File: config.mk
export PLATFORM = sky130hd
export DESIGN_NAME = t1_backplane_mapper
export DESIGN_NICKNAME = d
export VERILOG_FILES = /design/src/rtl/rxmap_pkg.sv /design/src/rtl/rxmap_store.sv /design/src/rtl/rxmap_ctrl.sv /design/src/rtl/t1_backplane_mapper.sv
export SDC_FILE = /design/constraint.sdc
export NUM_CORES = 1
export LEC_CHECK = 0
export BUFFER_PORTS_ARGS = -buffer_cell sky130_fd_sc_hd__buf_2
export CAP_MARGIN = 5
export CORE_MARGIN = 2
export CORE_UTILIZATION = 62
export DETAILED_ROUTE_END_ITERATION = 10
export HOLD_SLACK_MARGIN = 0.12
export PLACE_DENSITY = 0.79
export SETUP_SLACK_MARGIN = 0.1
export SLEW_MARGIN = 20
export SYNTH_ARGS = -nofsm -noshare
export SYNTH_HDL_FRONTEND = slang
export SYNTH_SLANG_ARGS = --single-unit
File: constraint.sdc
create_clock -name clk -period 3.6 [get_ports clk]
set_input_delay 0.72 -clock clk [delete_from_list [all_inputs] [get_ports clk]]
set_output_delay 0.72 -clock clk [all_outputs]
set_load 0.02 [all_outputs]
File: src/rtl/rxmap_pkg.sv
package rxmap_pkg;
  parameter int T1_CHANS = 24;
  parameter int BP_SLOTS = 32;
  parameter int BYTE_W   = 8;
  parameter int N_BUFS   = 2;

  localparam int CH_W   = $clog2(T1_CHANS + 1);
  localparam int SLOT_W = $clog2(BP_SLOTS);
  localparam int BUF_W  = $clog2(N_BUFS);

  typedef enum logic [1:0] {SEL_ONES, SEL_FBIT, SEL_DATA} rdsel_e;

  typedef struct packed {
    logic              wrEn;
    logic [BUF_W-1:0]  wrBuf;
    logic [CH_W-1:0]   wrIdx;
    logic              wrFbitEn;
    logic              wrFbit;
    logic              rdEn;
    logic [BUF_W-1:0]  rdBuf;
    logic [CH_W-1:0]   rdIdx;
    rdsel_e            rdSel;
    logic [SLOT_W-1:0] rdSlot;
  } strobe_t;
endpackage

File: src/rtl/rxmap_store.sv
module rxmap_store
  import rxmap_pkg::*;
(
  input  logic              clk,
  input  logic              rstN,
  input  strobe_t           stb,
  input  logic [BYTE_W-1:0] wrByte,
  output logic              bpValid,
  output logic [SLOT_W-1:0] bpSlot,
  output logic [BYTE_W-1:0] bpData
);
  logic [BYTE_W-1:0] mem [N_BUFS][T1_CHANS];
  logic [N_BUFS-1:0] fbitStore;

  // Frame storage, one slice of logic per buffer
  for (genvar b = 0; b < N_BUFS; b++) begin : g_buf
    always_ff @(posedge clk) begin
      if (!rstN) begin
        fbitStore[b] <= 1'b0;
        for (int c = 0; c < T1_CHANS; c++) mem[b][c] <= '0;
      end else if (stb.wrEn && stb.wrBuf == BUF_W'(b)) begin
        mem[b][stb.wrIdx] <= wrByte;
        if (stb.wrFbitEn) fbitStore[b] <= stb.wrFbit;
      end
    end
  end

  always_ff @(posedge clk) begin
    if (!rstN) begin
      bpValid <= 1'b0;
      bpSlot  <= '0;
      bpData  <= '1;
    end else begin
      bpValid <= stb.rdEn;
      if (stb.rdEn) begin
        bpSlot <= stb.rdSlot;
        case (stb.rdSel)
          SEL_FBIT: bpData <= {fbitStore[stb.rdBuf], {(BYTE_W-1){1'b1}}};
          SEL_DATA: bpData <= mem[stb.rdBuf][stb.rdIdx];
          default:  bpData <= '1;
        endcase
      end
    end
  end

  // every read strobe yields a valid byte one cycle later
  a_r2_valid_follows: assert property (@(posedge clk) disable iff (!rstN)
    stb.rdEn |=> bpValid);
  // a blank read leaves all ones on the backplane
  a_r3_blank_ones: assert property (@(posedge clk) disable iff (!rstN)
    (stb.rdEn && stb.rdSel == SEL_ONES) |=> (bpData == '1));
  // the F-bit slot keeps its low bits high
  a_r4_fbit_low_ones: assert property (@(posedge clk) disable iff (!rstN)
    (stb.rdEn && stb.rdSel == SEL_FBIT) |=> (bpData[BYTE_W-2:0] == '1));
endmodule

File: src/rtl/rxmap_ctrl.sv
module rxmap_ctrl
  import rxmap_pkg::*;
(
  input  logic                clk,
  input  logic                rstN,
  input  logic                rxValid,
  input  logic                rxFrameStart,
  input  logic                rxFbit,
  input  logic                bpTick,
  input  logic                cfgWrEn,
  input  logic [BP_SLOTS-1:0] cfgMask,
  input  logic [2:0]          flagClr,
  output strobe_t             stb,
  output logic                slipFlag,
  output logic                slipEmpty,
  output logic                slipFull
);
  localparam logic [BP_SLOTS-1:0] DEF_MASK  = {BP_SLOTS{1'b1}} << T1_CHANS;
  localparam logic [SLOT_W-1:0]   LAST_SLOT = SLOT_W'(BP_SLOTS - 1);
  localparam logic [CH_W-1:0]     LAST_CH   = CH_W'(T1_CHANS - 1);
  localparam logic [CH_W-1:0]     NUM_CH    = CH_W'(T1_CHANS);

  // write side
  logic [BUF_W-1:0]  wp;
  logic [CH_W-1:0]   wrIdx;
  logic              inFrame;
  // shared occupancy
  logic [N_BUFS-1:0] occupied, occNext;
  // read side
  logic [BUF_W-1:0]  rp, rdBufReg, curBuf;
  logic              rdOwn;
  logic [SLOT_W-1:0] slot;
  logic [CH_W-1:0]   chanIdx, curChan, chanNext;
  logic [BP_SLOTS-1:0] maskReg, maskSnap, curMask;

  logic startRx, rdStart, rdLast, freeNow, wrBusy, wrDone, setEmpty, setFull;

  always_comb begin
    startRx  = rxValid && rxFrameStart;
    rdStart  = bpTick && (slot == '0);
    rdLast   = bpTick && (slot == LAST_SLOT);
    freeNow  = rdLast && rdOwn;
    wrBusy   = occupied[wp] && !(freeNow && rdBufReg == wp);
    wrDone   = rxValid && !rxFrameStart && inFrame && (wrIdx == LAST_CH);
    setEmpty = rdStart && !occupied[rp];
    setFull  = startRx && wrBusy;

    stb = '0;
    if (startRx && !wrBusy) begin
      stb.wrEn     = 1'b1;
      stb.wrBuf    = wp;
      stb.wrIdx    = '0;
      stb.wrFbitEn = 1'b1;
      stb.wrFbit   = rxFbit;
    end else if (rxValid && !rxFrameStart && inFrame) begin
      stb.wrEn  = 1'b1;
      stb.wrBuf = wp;
      stb.wrIdx = wrIdx;
    end

    if (slot == '0) begin
      curBuf  = occupied[rp] ? rp : ~rp;
      curMask = maskReg;
      curChan = '0;
    end else begin
      curBuf  = rdBufReg;
      curMask = maskSnap;
      curChan = chanIdx;
    end
    chanNext   = curChan;
    stb.rdEn   = bpTick;
    stb.rdBuf  = curBuf;
    stb.rdSlot = slot;
    stb.rdIdx  = curChan;
    if (curMask[slot]) begin
      stb.rdSel = (slot == '0) ? SEL_FBIT : SEL_ONES;
    end else if (curChan < NUM_CH) begin
      stb.rdSel = SEL_DATA;
      chanNext  = curChan + 1'b1;
    end else begin
      stb.rdSel = SEL_ONES;
    end

    occNext = occupied;
    if (wrDone)  occNext[wp] = 1'b1;
    if (freeNow) occNext[rdBufReg] = 1'b0;
  end

  always_ff @(posedge clk) begin
    if (!rstN) begin
      wp        <= '0;
      wrIdx     <= '0;
      inFrame   <= 1'b0;
      occupied  <= '0;
      rp        <= '0;
      rdBufReg  <= '0;
      rdOwn     <= 1'b0;
      slot      <= '0;
      chanIdx   <= '0;
      maskReg   <= DEF_MASK;
      maskSnap  <= DEF_MASK;
      slipFlag  <= 1'b0;
      slipEmpty <= 1'b0;
      slipFull  <= 1'b0;
    end else begin
      occupied <= occNext;
      if (cfgWrEn) maskReg <= cfgMask;

      if (startRx) begin
        inFrame <= !wrBusy;
        wrIdx   <= CH_W'(1);
      end else if (rxValid && inFrame) begin
        if (wrDone) begin
          inFrame <= 1'b0;
          wp      <= ~wp;
        end else begin
          wrIdx <= wrIdx + 1'b1;
        end
      end

      if (bpTick) begin
        slot    <= (slot == LAST_SLOT) ? '0 : slot + 1'b1;
        chanIdx <= chanNext;
        if (rdStart) begin
          rdBufReg <= curBuf;
          rdOwn    <= occupied[rp];
          maskSnap <= maskReg;
        end
        if (freeNow) rp <= ~rp;
      end

      slipFlag  <= (slipFlag  & ~flagClr[0]) | setEmpty | setFull;
      slipEmpty <= (slipEmpty & ~flagClr[1]) | setEmpty;
      slipFull  <= (slipFull  & ~flagClr[2]) | setFull;
    end
  end

  // a frame start with nothing waiting raises the repeat flags
  a_r7_empty_slip: assert property (@(posedge clk) disable iff (!rstN)
    (bpTick && slot == '0 && occupied == '0) |=> (slipEmpty && slipFlag));
  // a frame arriving with every buffer full raises the delete flags
  a_r8_full_slip: assert property (@(posedge clk) disable iff (!rstN)
    (rxValid && rxFrameStart && occupied == '1 && !rdLast) |=> (slipFull && slipFlag));
  // flags hold without a clear
  a_r9_full_sticky: assert property (@(posedge clk) disable iff (!rstN)
    (slipFull && !flagClr[2]) |=> slipFull);
  a_r9_empty_sticky: assert property (@(posedge clk) disable iff (!rstN)
    (slipEmpty && !flagClr[1]) |=> slipEmpty);
  // channel counter never runs past the last T1 channel
  a_r6_chan_bound: assert property (@(posedge clk) disable iff (!rstN)
    chanIdx <= NUM_CH);
  // the slot number advances by one on each tick
  a_r2_slot_step: assert property (@(posedge clk) disable iff (!rstN)
    (bpTick && slot != LAST_SLOT) |=> (slot == $past(slot) + 1'b1));
endmodule

File: src/rtl/t1_backplane_mapper.sv
module t1_backplane_mapper
  import rxmap_pkg::*;
(
  input  logic                        clk,
  input  logic                        rstN,
  input  logic                        rxValid,
  input  logic                        rxFrameStart,
  input  logic                        rxFbit,
  input  logic [rxmap_pkg::BYTE_W-1:0]   rxByte,
  input  logic                        bpTick,
  input  logic                        cfgWrEn,
  input  logic [rxmap_pkg::BP_SLOTS-1:0] cfgMask,
  input  logic [2:0]                  flagClr,
  output logic                        bpValid,
  output logic [rxmap_pkg::SLOT_W-1:0]   bpSlot,
  output logic [rxmap_pkg::BYTE_W-1:0]   bpData,
  output logic                        slipFlag,
  output logic                        slipEmpty,
  output logic                        slipFull
);
  strobe_t stb;

  rxmap_ctrl u_ctrl (
    .clk(clk), .rstN(rstN), .rxValid(rxValid), .rxFrameStart(rxFrameStart),
    .rxFbit(rxFbit), .bpTick(bpTick), .cfgWrEn(cfgWrEn), .cfgMask(cfgMask),
    .flagClr(flagClr), .stb(stb), .slipFlag(slipFlag), .slipEmpty(slipEmpty),
    .slipFull(slipFull)
  );

  rxmap_store u_store (
    .clk(clk), .rstN(rstN), .stb(stb), .wrByte(rxByte),
    .bpValid(bpValid), .bpSlot(bpSlot), .bpData(bpData)
  );
endmodule

; Word level (Yosys, flattened, before mapping)
; Memory sizes are Yosys's and may differ from the RTL's.
; Index checks and enable logic that the tools add are counted.
[word_totals]
regBits = 105
ramBits = 384
out_inout_bits = 17
elab_cells = 910
mem_count = 1
[op_classes]
n_addsub = 3
magnitude_cmp = 11
n_eq_ne = 6
mux = 430
bitwise_logic = 405
reduce_logical = 34
[memory_table]
columns = name, words, word_bits, rd, rd_clocked_by_memory_dff, wr, line
row1 = u_store.mem, 2, 192, 1, 0, 2, rxmap_store.sv:12  ; logic [BYTE_W-1:0] mem [N_BUFS][T1_CHANS];
[ops]
columns = cell, count
row1 = two-way mux 1 bit, 407
row2 = OR 1 bit, 388
row3 = two-way mux 192 bit, 2
row4 = binary-select mux 8 bit (select 5 bit), 1
row5 = demux 8 bit (select 5 bit), 1
row6 = two-way mux 32 bit, 1
row7 = two-way mux 8 bit, 3
row8 = two-way mux 5 bit, 4
row9 = logical AND 1 bit, 18
row10 = one-hot mux 8 bit (2 select lines), 1
row11 = adder 5 x 1 -> 5 bit (second input constant), 3
row12 = two-way mux 7 bit, 2
row13 = AND reduction 2 bit, 7
row14 = greater-or-equal comparator 6 bit (second input constant), 2
row15 = NOT 5 -> 6 bit, 2
row16 = equality test 5 bit (second input constant), 2
row17 = two-way mux 2 bit, 5
row18 = NOT 1 bit, 9
row19 = < comparator 1 x 2 -> 1 bit (second input constant), 4
row20 = < comparator 5 x 6 -> 1 bit (second input constant), 1
row21 = < comparator 6 x 1 -> 1 bit (second input constant), 1
row22 = binary-select mux 1 bit (select 5 bit), 1
row23 = zero test 5 bit, 1
row24 = < comparator 5 bit (second input constant), 1
row25 = other kinds (14), 22

; Depth between registers and ports, before layout
; Gate-level depths: netlist of run 1.
[depth]
ltp_word = 16
mapped_depth = 16
ltp_nobuf = 11

; Modules after synthesis
; Synthesis of run 1 repeated with hierarchy kept, for this count alone.
[hier_totals]
cells_unflattened = 1741
area_unflattened_um2 = 22763.1
[modules_own_cells]
columns = module, instances, cells_per_inst, area_per_inst_um2
row1 = rxmap_store, 1, 1251, 18677.9
row2 = rxmap_ctrl, 1, 490, 4085.2

; Worst setup path after synthesis of run 1
; Ideal clock, no wire load.
[synth_timing]
path_type = register -> register
from = reg u_ctrl.slot[2]
to = mem u_store.mem[1][120] (netlist name) (enable)
setup_ps = 384
arrival_ps = 2881
required_time_ps = 3216
path_slack_ps = 335
stages_incl_launch_ff = 12
path_buffers = 2
period_less_slack_ps = 3265
cell_sequence = dfxtp_1 clkbuf_1 and3_1 ha_1 nand3_1 o21ai_0 o21ai_0 or2_2 o31ai_1 nand3_1 clkbuf_1 o21ai_0
[synth_lines]
columns = element, line
row1 = from (decl), rxmap_ctrl.sv:32  ; logic [SLOT_W-1:0] slot;
row2 = from (signal assigned), rxmap_ctrl.sv:122  ; slot <= (slot == LAST_SLOT) ? '0 : slot + 1'b1;
row3 = to (decl), rxmap_store.sv:12

; Worst setup path in the final report of run 1
[layout_timing]
from = reg u_ctrl.slot[0]
to = reg u_store.bpData[7]
[layout_between]
elab_chain_len = 7
word_cells_on_any_way = 20
[layout_lines]
columns = element, line
row1 = zero test 5 bit, "rxmap_ctrl.sv:61, rxmap_ctrl.sv:76"
row2 = two-way mux 1 bit (tied with other cells), rxmap_ctrl.sv:61  ; if (slot == '0) begin
row3 = memory read (2 x 192 bit) (tied with other cells), n/a
row4 = binary-select mux 8 bit (select 5 bit) (tied with other cells), rxmap_store.sv:39  ; SEL_DATA: bpData <= mem[stb.rdBuf][stb.rdIdx];
row5 = two-way mux 8 bit (implied by the code) / two-way mux 2 bit (equally long branches), "rxmap_store.sv:39, rxmap_ctrl.sv:75"
row6 = two-way mux 8 bit (implied by the code) (tied with other cells), rxmap_store.sv:39
row7 = one-hot mux 8 bit (2 select lines) (*), rxmap_store.sv:37  ; case (stb.rdSel)
row8 = to (signal assigned), rxmap_store.sv:38  ; SEL_FBIT: bpData <= {fbitStore[stb.rdBuf], {(BYTE_W-1){1'b1}}};
row9 = to (signal assigned), rxmap_store.sv:39
row10 = to (decl), rxmap_store.sv:10  ; output logic [BYTE_W-1:0] bpData
; Mark *: on every way between the ends. The rest lies on a longest branch, timed or not. The select of a mux whose other input is x is not followed.
; A chain may end at the register's enable or synchronous reset.

==> impl_metrics.csv, run 1 <==
group,metric,value,unit
global_routing,overflow,0,
global_routing,via_count_of_the_first_global_routing_pass,15600,
worst_setup_path,critPathKind,"flip-flop to flip-flop",
worst_setup_path,cp-end-kind,"flip-flop",
clock_network,tritoncts_num_sinks,489,
routing,avgRoutedWirePerCell,22.4,um
timing,slew_headroom,20.6,%
global_routing,antenna_violations_before_repair,1,
worst_setup_path,critical_path_peak_fanout,41,
timing,period_minus_slack,3340,ps
placed_design,dp.cells,2484,
run,maxCapViolCount,0,
die,io-pin-count,67,
placed_design,buffer_ports.inserted,66,
pwr,power_per_cell_area,505,nW/um2
timing,grt_setup_unrepaired,"true",
global_routing,grt_max_degree,93,
finish,flow.area_growth_from_synthesis,12.0,%
clock_network,postCtsSetupBuffers,0,
die,chipWidth,194,um
finish,final-instance-count-excl-fill,2574,
clock_network,h-tree-depth,2,
synthesis,synth_cells,2010,
die,core_box_area,35600,um2
timing,final.setup_skew,19.9,ps
placed_design,finalWeightedCongestion,0.912,
timing,timing_max_transition_violations_final,0,
outcome,status,"completed",
synthesis,syn-mean-instance-area,11.1,um2
clock_network,tritoncts,"built",
global_routing,globalRouteTotalUtil,30.4,%
timing,finalCritPeriodShare,92.8,%
global_routing,first_pass_grt_wire_length,88500,um
synthesis,yosysSeqAreaShare,60.9,%
synthesis,number_of_flops_mapped_to_enable_cells_by_yosys,384,
die,die_area,37600,um2
clock_network,root_buffer,"sky130_fd_sc_hd__clkbuf_16",
clock_network,clkSlewWorstSetupHoldPaths,60,ps
finish,n_antenna_cell,0,
routing,antenna_left,0,
worst_setup_path,critPathLaunchType,"flip-flop",
timing,tns,0,ps
clock_network,insertion_delay,590,ps
worst_setup_path,critPathArrivalTime,3780,ps
clock_network,maximum_root_to_sink_buffer_count,3,
synthesis,async_flop_share,0,%
clock_network,number_of_buffers_added_by_the_clock_tree_synthesis_step,49,
finish,final_nets,2129,
finish,final_layout_size_suffix_gt1_share,12.3,%
synthesis,yosysUniqueCellTypes,61,
worst_hold_path,class_of_the_most_critical_hold_timing_path,"input pin to flip-flop",
routing,route.final.wire_length,57600,um
routing,route.detailed.vias_per_inst,6.19,
worst_setup_path,length_in_cells_of_the_worst_reg_to_reg_path,12,
routing,route.detailed.drc,0,
synthesis,ys_seq_elements,489,
synthesis,postSynthNetCount,2065,
synthesis,syn_area,22400,um2
timing,timing_worst_slew_pin_value,1190,ps
routing,num_vias,15900,
pwr,ir_worst_vdd,0.504,mV
die,start_util,62.9,%
die,die_h,194,um
die,rows,69,
worst_setup_path,timing.critical_path.required,4040,ps
synthesis,synthFlopType,"sky130_fd_sc_hd__edfxtp_1",
placed_design,detailedPlacementHpwl,37200,um
timing,final-setup-viol-count,0,
timing,fmax,299,MHz
routing,drtPass1Iterations,6,
worst_hold_path,min_path_cells,3,
pwr,power_leakage,0.00972,uW
timing,final_count_of_hold_timing_violations,0,
synthesis,yosys_warnings,0,
routing,initial_drc_count,1618,
cell usage in the layout, fill, tap and decap left out, types with 5 or more instances in the layout:
cell type                   count
sky130_fd_sc_hd__mux4_2         7
sky130_fd_sc_hd__buf_12         5
sky130_fd_sc_hd__nand3b_1       5
sky130_fd_sc_hd__buf_2         65
sky130_fd_sc_hd__clkinv_2      12
sky130_fd_sc_hd__a31oi_1       20
sky130_fd_sc_hd__nand2b_1       8
sky130_fd_sc_hd__a32oi_1       21
sky130_fd_sc_hd__xor2_1         5
sky130_fd_sc_hd__and3_1        12
sky130_fd_sc_hd__mux2i_1      131
sky130_fd_sc_hd__nand2_1      312
sky130_fd_sc_hd__nand4_1       35
sky130_fd_sc_hd__dfxtp_1      105
sky130_fd_sc_hd__bufinv_16      5
sky130_fd_sc_hd__nor3_1        13
sky130_fd_sc_hd__buf_4         87
sky130_fd_sc_hd__nor2_1       109
sky130_fd_sc_hd__o32a_1         7
sky130_fd_sc_hd__nor4_1         5
sky130_fd_sc_hd__and2_1       388
sky130_fd_sc_hd__nand3_1       93
sky130_fd_sc_hd__inv_1          7
sky130_fd_sc_hd__clkbuf_1       9
sky130_fd_sc_hd__clkbuf_16     49
sky130_fd_sc_hd__clkinv_1       8
sky130_fd_sc_hd__o21ai_0       63
sky130_fd_sc_hd__edfxtp_1     384
sky130_fd_sc_hd__o22ai_1       29
sky130_fd_sc_hd__a21oi_1       41
synthesized netlist by cell type (6+ instances only):
cell type | count | area (um2)
sky130_fd_sc_hd__o22ai_1 | 29 | 181
sky130_fd_sc_hd__nor4_1 | 9 | 56.3
sky130_fd_sc_hd__nand3_1 | 93 | 465
sky130_fd_sc_hd__mux4_2 | 7 | 158
sky130_fd_sc_hd__o21ai_0 | 64 | 320
sky130_fd_sc_hd__o32a_1 | 7 | 70.1
sky130_fd_sc_hd__nand2_1 | 314 | 1180
sky130_fd_sc_hd__a31oi_1 | 20 | 125
sky130_fd_sc_hd__nor2_1 | 113 | 424
sky130_fd_sc_hd__buf_4 | 6 | 45.0
sky130_fd_sc_hd__nor3_1 | 13 | 65.1
sky130_fd_sc_hd__inv_1 | 7 | 26.3
sky130_fd_sc_hd__buf_1 | 12 | 45.0
sky130_fd_sc_hd__mux2i_1 | 131 | 1310
sky130_fd_sc_hd__a32oi_1 | 21 | 184
sky130_fd_sc_hd__and3_1 | 12 | 75.1
sky130_fd_sc_hd__a21oi_1 | 41 | 205
sky130_fd_sc_hd__dfxtp_1 | 105 | 2100
sky130_fd_sc_hd__nand2b_1 | 8 | 50.1
sky130_fd_sc_hd__nand4_1 | 35 | 219
sky130_fd_sc_hd__and2_1 | 388 | 2430
sky130_fd_sc_hd__clkbuf_1 | 111 | 417
sky130_fd_sc_hd__edfxtp_1 | 384 | 11500
sky130_fd_sc_hd__buf_2 | 11 | 55.1
through the flow:
stage	hold slack (ps)	setup WS (ps)	total power, uW	area [um2]	utilization (%)
floorplan	431	335	7270	22400	-
global placement	442	298	7650	23400	65.9
detailed placement	448	217	7690	23400	65.9
CTS	337	192	12700	25000	70.3
global route	363	74.7	13000	25100	70.4
finish	353	259	12700	25100	70.4
power by group:
part           leakage (uW)  switching, uW  internal, uW  total, uW
sequential          0.00462            128          6330       6460
combinational       0.00433            746           394       1140
clock              0.000776           2140          2920       5060
total               0.00972           3020          9640      12700
layout make-up:
cell class | count | area, um2
multi-input cells | 1368 | 8150
repair buffers | 158 | 1090
flip-flops and latches | 489 | 13600
well taps | 461 | 577
inverters | 8 | 30.0
clock inverters | 29 | 273
fillers | 2490 | 10500
clock buffers | 61 | 1300
state kept, by name, indices dropped and copies added (netlist names):
register	count
u_ctrl.wp	1
u_ctrl.slot	5
u_ctrl.rdOwn	1
u_store.mem	384
u_ctrl.chanIdx	5
u_ctrl.rdBufReg	1
u_ctrl.rp	1
u_store.fbitStore	2
u_ctrl.inFrame	1
u_ctrl.wrIdx	5
u_store.bpSlot	5
u_ctrl.slipFull	1
u_store.bpValid	1
u_ctrl.maskReg	32
u_ctrl.maskSnap	32
u_ctrl.slipEmpty	1
u_store.bpData	8
u_ctrl.slipFlag	1
u_ctrl.occupied	2
critical path, stage by stage, from the launching register on:
cell and delay, ps:
sky130_fd_sc_hd__dfxtp_1 320, sky130_fd_sc_hd__inv_1 70, sky130_fd_sc_hd__ha_1 160, sky130_fd_sc_hd__or4b_1 670
sky130_fd_sc_hd__nand2b_1 360, sky130_fd_sc_hd__nand2_4 220, sky130_fd_sc_hd__buf_12 260, sky130_fd_sc_hd__nand2_1 90
sky130_fd_sc_hd__a21oi_1 100, sky130_fd_sc_hd__nor4_1 440, sky130_fd_sc_hd__buf_4 210, sky130_fd_sc_hd__nand4_1 100
sky130_fd_sc_hd__a2bb2oi_1 170
path summary, 6_finish.rpt:
kind	start	to	slack (ps)
hold / removal	cfgMask[30]	u_ctrl.maskReg[30]	350
setup / recovery	u_ctrl.slot[0]	u_store.bpData[7]	260
setup reg to reg	u_ctrl.slot[0]	u_store.bpData[7]	260
hold reg to reg	u_ctrl.maskReg[20]	u_ctrl.maskSnap[20]	450
logic make-up (layout without fill, tap and decap cells):
| kind of cell | after synthesis | count (layout) | synth area share, % |
|---|---|---|---|
| buf+inv | 153 | 256 | 2.90 |
| fa+ha+maj | 5 | 5 | 0.280 |
| simple gates | 1008 | 1008 | 23.1 |
| mux | 139 | 139 | 6.68 |
| compound gates | 210 | 210 | 5.93 |
| xor+xnor | 6 | 6 | 0.235 |
| flops | 489 | 489 | 60.9 |
layer usage:
layer / vias up / global-route usage, % / part of all wire, %
met5: - / 0 / 0.012
met4: 2 / 13.3 / 4.1
met3: 151 / 5.65 / 9.3
met2: 818 / 49.3 / 48
met1: 7732 / 40.5 / 39
li1: 7227 / - / -
what timing repair did:
item / CTS / global route
hold buffers: 0 / 0
setup endpoints to repair: 7 / 198
endpoints found under the hold margin: 0 / 0
gates resized for setup: 1 / 9
pin swaps: 0 / 0
No activity file was read; power rests on OpenSTA's default activity.
==> run 2: changes to the inputs <==
--- a/config.mk
+++ b/config.mk
@@ -8,12 +8,13 @@
 export BUFFER_PORTS_ARGS = -buffer_cell sky130_fd_sc_hd__buf_2
 export CAP_MARGIN = 5
 export CORE_MARGIN = 2
-export CORE_UTILIZATION = 62
+export CORE_UTILIZATION = 63
 export DETAILED_ROUTE_END_ITERATION = 10
 export HOLD_SLACK_MARGIN = 0.12
-export PLACE_DENSITY = 0.79
+export PLACE_DENSITY = 0.8
 export SETUP_SLACK_MARGIN = 0.1
 export SLEW_MARGIN = 20
 export SYNTH_ARGS = -nofsm -noshare
 export SYNTH_HDL_FRONTEND = slang
+export SYNTH_HIERARCHICAL = 1
 export SYNTH_SLANG_ARGS = --single-unit
==> run 2 against run 1 <==
Against the previous run: critical path type unchanged; maximum frequency is 4.0% lower; die area hardly changed; worst hold slack lost 20 ps; first-iteration DRC count shrank 14%; clock power increased by 7.7%; sequential share of layout area is 2.2 points lower; register-to-register slack got worse by 140 ps; cell count decreased by 8.5%; synthesized cell count is 13% lower.
==> impl_metrics.csv, run 2 <==
group,metric,value,unit
outcome,status,"completed",
finish,largest_register_ff_count,384,
timing,slew_headroom,34.1,%
global_routing,via_count_of_the_first_global_routing_pass,14600,
global_routing,grt_max_degree,55,
synthesis,number_of_flops_mapped_to_enable_cells_by_yosys,384,
die,die_area,37700,um2
synthesis,yosysSeqAreaShare,59.9,%
finish,final_nets,1913,
worst_hold_path,holdPathEnd,"u_ctrl/maskReg[30]",
pwr,clock_network_fraction_of_design_power,41.4,%
clock_network,h-tree-depth,2,
clock_network,maximum_root_to_sink_buffer_count,3,
routing,initial_drc_count,1396,
global_routing,first_pass_grt_wire_length,85300,um
routing,route.final.wire_length,55800,um
routing,route.detailed.vias_per_inst,6.24,
routing,antenna_left,0,
finish,largest_registers,"u_store/mem: 384 flops, u_ctrl/maskReg: 32 flops, u_ctrl/maskSnap: 32 flops",
placed_design,dp.cells,2254,
routing,drtPass1Iterations,5,
synthesis,post_synth_most_frequent_cells,"399 x sky130_fd_sc_hd__and2_1, 384 x sky130_fd_sc_hd__edfxtp_1, 122 x sky130_fd_sc_hd__nand2_1",
synthesis,yosysUniqueCellTypes,65,
synthesis,yosys_warnings,6,
timing,final.setup_skew,27.2,ps
synthesis,synth_most_common_cell,"sky130_fd_sc_hd__and2_1",
synthesis,synth.largest_area_cell,"sky130_fd_sc_hd__edfxtp_1",
worst_setup_path,cp-startpoint,"u_ctrl/slot[0]",
timing,timing_worst_slew_pin_value,988,ps
synthesis,syn_area,22800,um2
clock_network,insertion_delay,600,ps
worst_setup_path,r2r_start,"u_ctrl/slot[0]",
finish,final_cell_mix,"394 x sky130_fd_sc_hd__and2_1, 384 x sky130_fd_sc_hd__edfxtp_1, 122 x sky130_fd_sc_hd__nand2_1, 113 x sky130_fd_sc_hd__buf_4, 103 x sky130_fd_sc_hd__dfxtp_1",
worst_setup_path,critPathKind,"flip-flop to flip-flop",
synthesis,syn-mean-instance-area,13.1,um2
placed_design,detailed_place.area,24100,um2
pwr,power.sequential.fraction,49.1,%
die,core_box_area,35600,um2
pwr,power,13100,uW
worst_hold_path,min_path_cells,3,
pwr,power.internal,10200,uW
die,chipWidth,194,um
clock_network,clkSlewWorstSetupHoldPaths,60,ps
timing,period_minus_slack,3480,ps
routing,route.detailed.drc,0,
placed_design,finalWeightedCongestion,0.882,
run,maxCapViolCount,0,
finish,post-route-cell-area,26100,um2
routing,num_vias,14700,
synthesis,postSynthNetCount,1798,
worst_hold_path,worstHoldStart,"cfgMask[30]",
timing,final_count_of_hold_timing_violations,0,
pwr,power_switching_share,22.6,%
finish,post-route-util,73.5,%
clock_network,tritoncts_num_sinks,489,
finish,final-instance-count-excl-fill,2356,
global_routing,antenna_violations_before_repair,1,
clock_network,tritoncts,"built",
worst_setup_path,timing.critical_path.required,4100,ps
placed_design,buffer_ports.inserted,66,
global_routing,globalRouteTotalUtil,29.8,%
timing,tns,0,ps
global_routing,global_route.usage.met3,5.69,%
global_routing,gr-usage-met2,49.3,%
die,io-pin-count,67,
die,start_util,64.0,%
die,rows,69,
worst_setup_path,critical_path_peak_fanout,7,
clock_network,hold_buffer_count_at_cts,0,
pwr,ir_worst_vdd,0.686,mV
finish,largest-register,"u_store/mem",
pwr,netSwitchingPower,2980,uW
synthesis,async_flop_share,0,%
timing,grt_setup_unrepaired,"true",
clock_network,number_of_buffers_added_by_the_clock_tree_synthesis_step,50,
worst_hold_path,class_of_the_most_critical_hold_timing_path,"input pin to flip-flop",
pwr,power_per_cell_area,503,nW/um2
worst_setup_path,length_in_cells_of_the_worst_reg_to_reg_path,15,
finish,flow.area_growth_from_synthesis,14.8,%
worst_setup_path,cp-end-kind,"flip-flop",
global_routing,overflow,0,
synthesis,synthTopCellsByArea,"sky130_fd_sc_hd__edfxtp_1 51%, sky130_fd_sc_hd__and2_1 11%, sky130_fd_sc_hd__dfxtp_1 9.2%",
synthesis,ys_seq_elements,489,
routing,avgRoutedWirePerCell,23.7,um
synthesis,synthFlopType,"sky130_fd_sc_hd__edfxtp_1",
global_routing,grt-busiest-layer,"met2",
timing,final-setup-viol-count,0,
synthesis,synth_cells,1741,
die,die_h,194,um
finish,final_layout_size_suffix_gt1_share,22.5,%
placed_design,detailedPlacementHpwl,36100,um
synthesis,synth_top_cell_area_share,50.7,%
pwr,combPwrFrac,9.4,%
timing,fmax,287,MHz
finish,mostFrequentLayoutCell,"sky130_fd_sc_hd__and2_1",
clock_network,root_buffer,"sky130_fd_sc_hd__clkbuf_16",
worst_setup_path,r2r-end,"u_store/bpData[0]",
timing,finalCritPeriodShare,96.7,%
timing,timing_max_transition_violations_final,0,
worst_setup_path,critPathArrivalTime,3980,ps
worst_setup_path,critPathLaunchType,"flip-flop",
finish,n_antenna_cell,0,
global_routing,global_route.usage.met1,39.5,%
worst_setup_path,reg2reg_setup_slack,120,ps
pwr,power_leakage,0.00952,uW
## run 2: cell count changes after synthesis, moves of 19 or more
| cell | before | now |
|---|---|---|
| sky130_fd_sc_hd__o22ai_1 | 29 | 9 |
| sky130_fd_sc_hd__nand4_1 | 35 | 14 |
| sky130_fd_sc_hd__nand3_1 | 93 | 27 |
| sky130_fd_sc_hd__nand2_1 | 314 | 122 |
| sky130_fd_sc_hd__mux4_1 | 1 | 21 |
| sky130_fd_sc_hd__mux2i_1 | 131 | 67 |
| sky130_fd_sc_hd__clkbuf_1 | 111 | 92 |
| sky130_fd_sc_hd__mux4_2 | 7 | 82 |
| sky130_fd_sc_hd__a32oi_1 | 21 | 1 |
## run 2: area by class of cell
cell class,count,area [um2]
clock buffers,65,1350
clock inverters,26,359
fillers,2201,9430
inverters,11,46.3
multi-input cells,1109,8690
flip-flops and latches,489,13600
well taps,461,577
repair buffers,195,1470
## run 2: worst max path at each step
stage	to	cells past startpoint	slack, ps
after floorplan	u_store/bpData[7]	17	-130
after global placement	u_store/mem[0][136]	14	70
after detailed placement	u_store/bpData[7]	14	30
after CTS	u_store/bpData[7]	14	110
after global routing	u_store/bpData[2]	15	-2
final	u_store/bpData[0]	15	120
## run 2: logic make-up (layout without fill, tap and decap cells)
family          count (synthesis)  after routing  share of synthesized area [%]
flops                         489            489                           59.9
xor+xnor                        6              6                          0.231
fa+ha+maj                       7              7                          0.385
compound gates                173            173                           4.78
mux                           175            175                           13.7
simple gates                  748            748                           18.0
buf+inv                       143            297                           2.96
## run 2: repair_timing
item / CTS / global route
pin swaps: 4 / 12
setup buffers: 3 / 7
gates resized for setup: 12 / 53
setup endpoints to repair: 62 / 770
cloned: 0 / 1
## run 2: critical path, stage by stage, from the launching register on
cell and delay, ps:
sky130_fd_sc_hd__dfxtp_4 350, sky130_fd_sc_hd__inv_2 60, sky130_fd_sc_hd__ha_4 120, sky130_fd_sc_hd__or4b_4 520, sky130_fd_sc_hd__mux2_4 320, sky130_fd_sc_hd__a221o_1 300, sky130_fd_sc_hd__a221oi_2 190, sky130_fd_sc_hd__a22oi_2 130
sky130_fd_sc_hd__nand2_4 120, sky130_fd_sc_hd__and2_4 170, sky130_fd_sc_hd__ha_4 210, sky130_fd_sc_hd__nor4_4 230, sky130_fd_sc_hd__buf_6 170, sky130_fd_sc_hd__o21ai_1 90, sky130_fd_sc_hd__nor3b_2 190, sky130_fd_sc_hd__a22o_1 180
## run 2: power groups by stage
stage	Combinational, uW	Clock (uW)	Sequential [uW]
4_1_cts	1190	5490	6460
6_report	1240	5450	6460
5_1_grt	1310	5720	6480
2_1_floorplan	771	0	6540
3_3_place_gp	1150	0	6560
3_5_place_dp	1170	0	6570
## run 2: per-layer routing
layer / vias to the layer above / wire length, um
met5: - / 16
met4: 2 / 2040
met3: 129 / 5260
met2: 769 / 27300
met1: 7230 / 21200
li1: 6560 / -
## run 2: per-stage QoR
| stage | worst slack [ps] | hold slack, ps |
|---|---|---|
| floorplan | -130 | 431 |
| global placement | 65.6 | 443 |
| detailed placement | 31.0 | 447 |
| CTS | 110 | 322 |
| global route | -1.90 | 340 |
| finish | 120 | 333 |
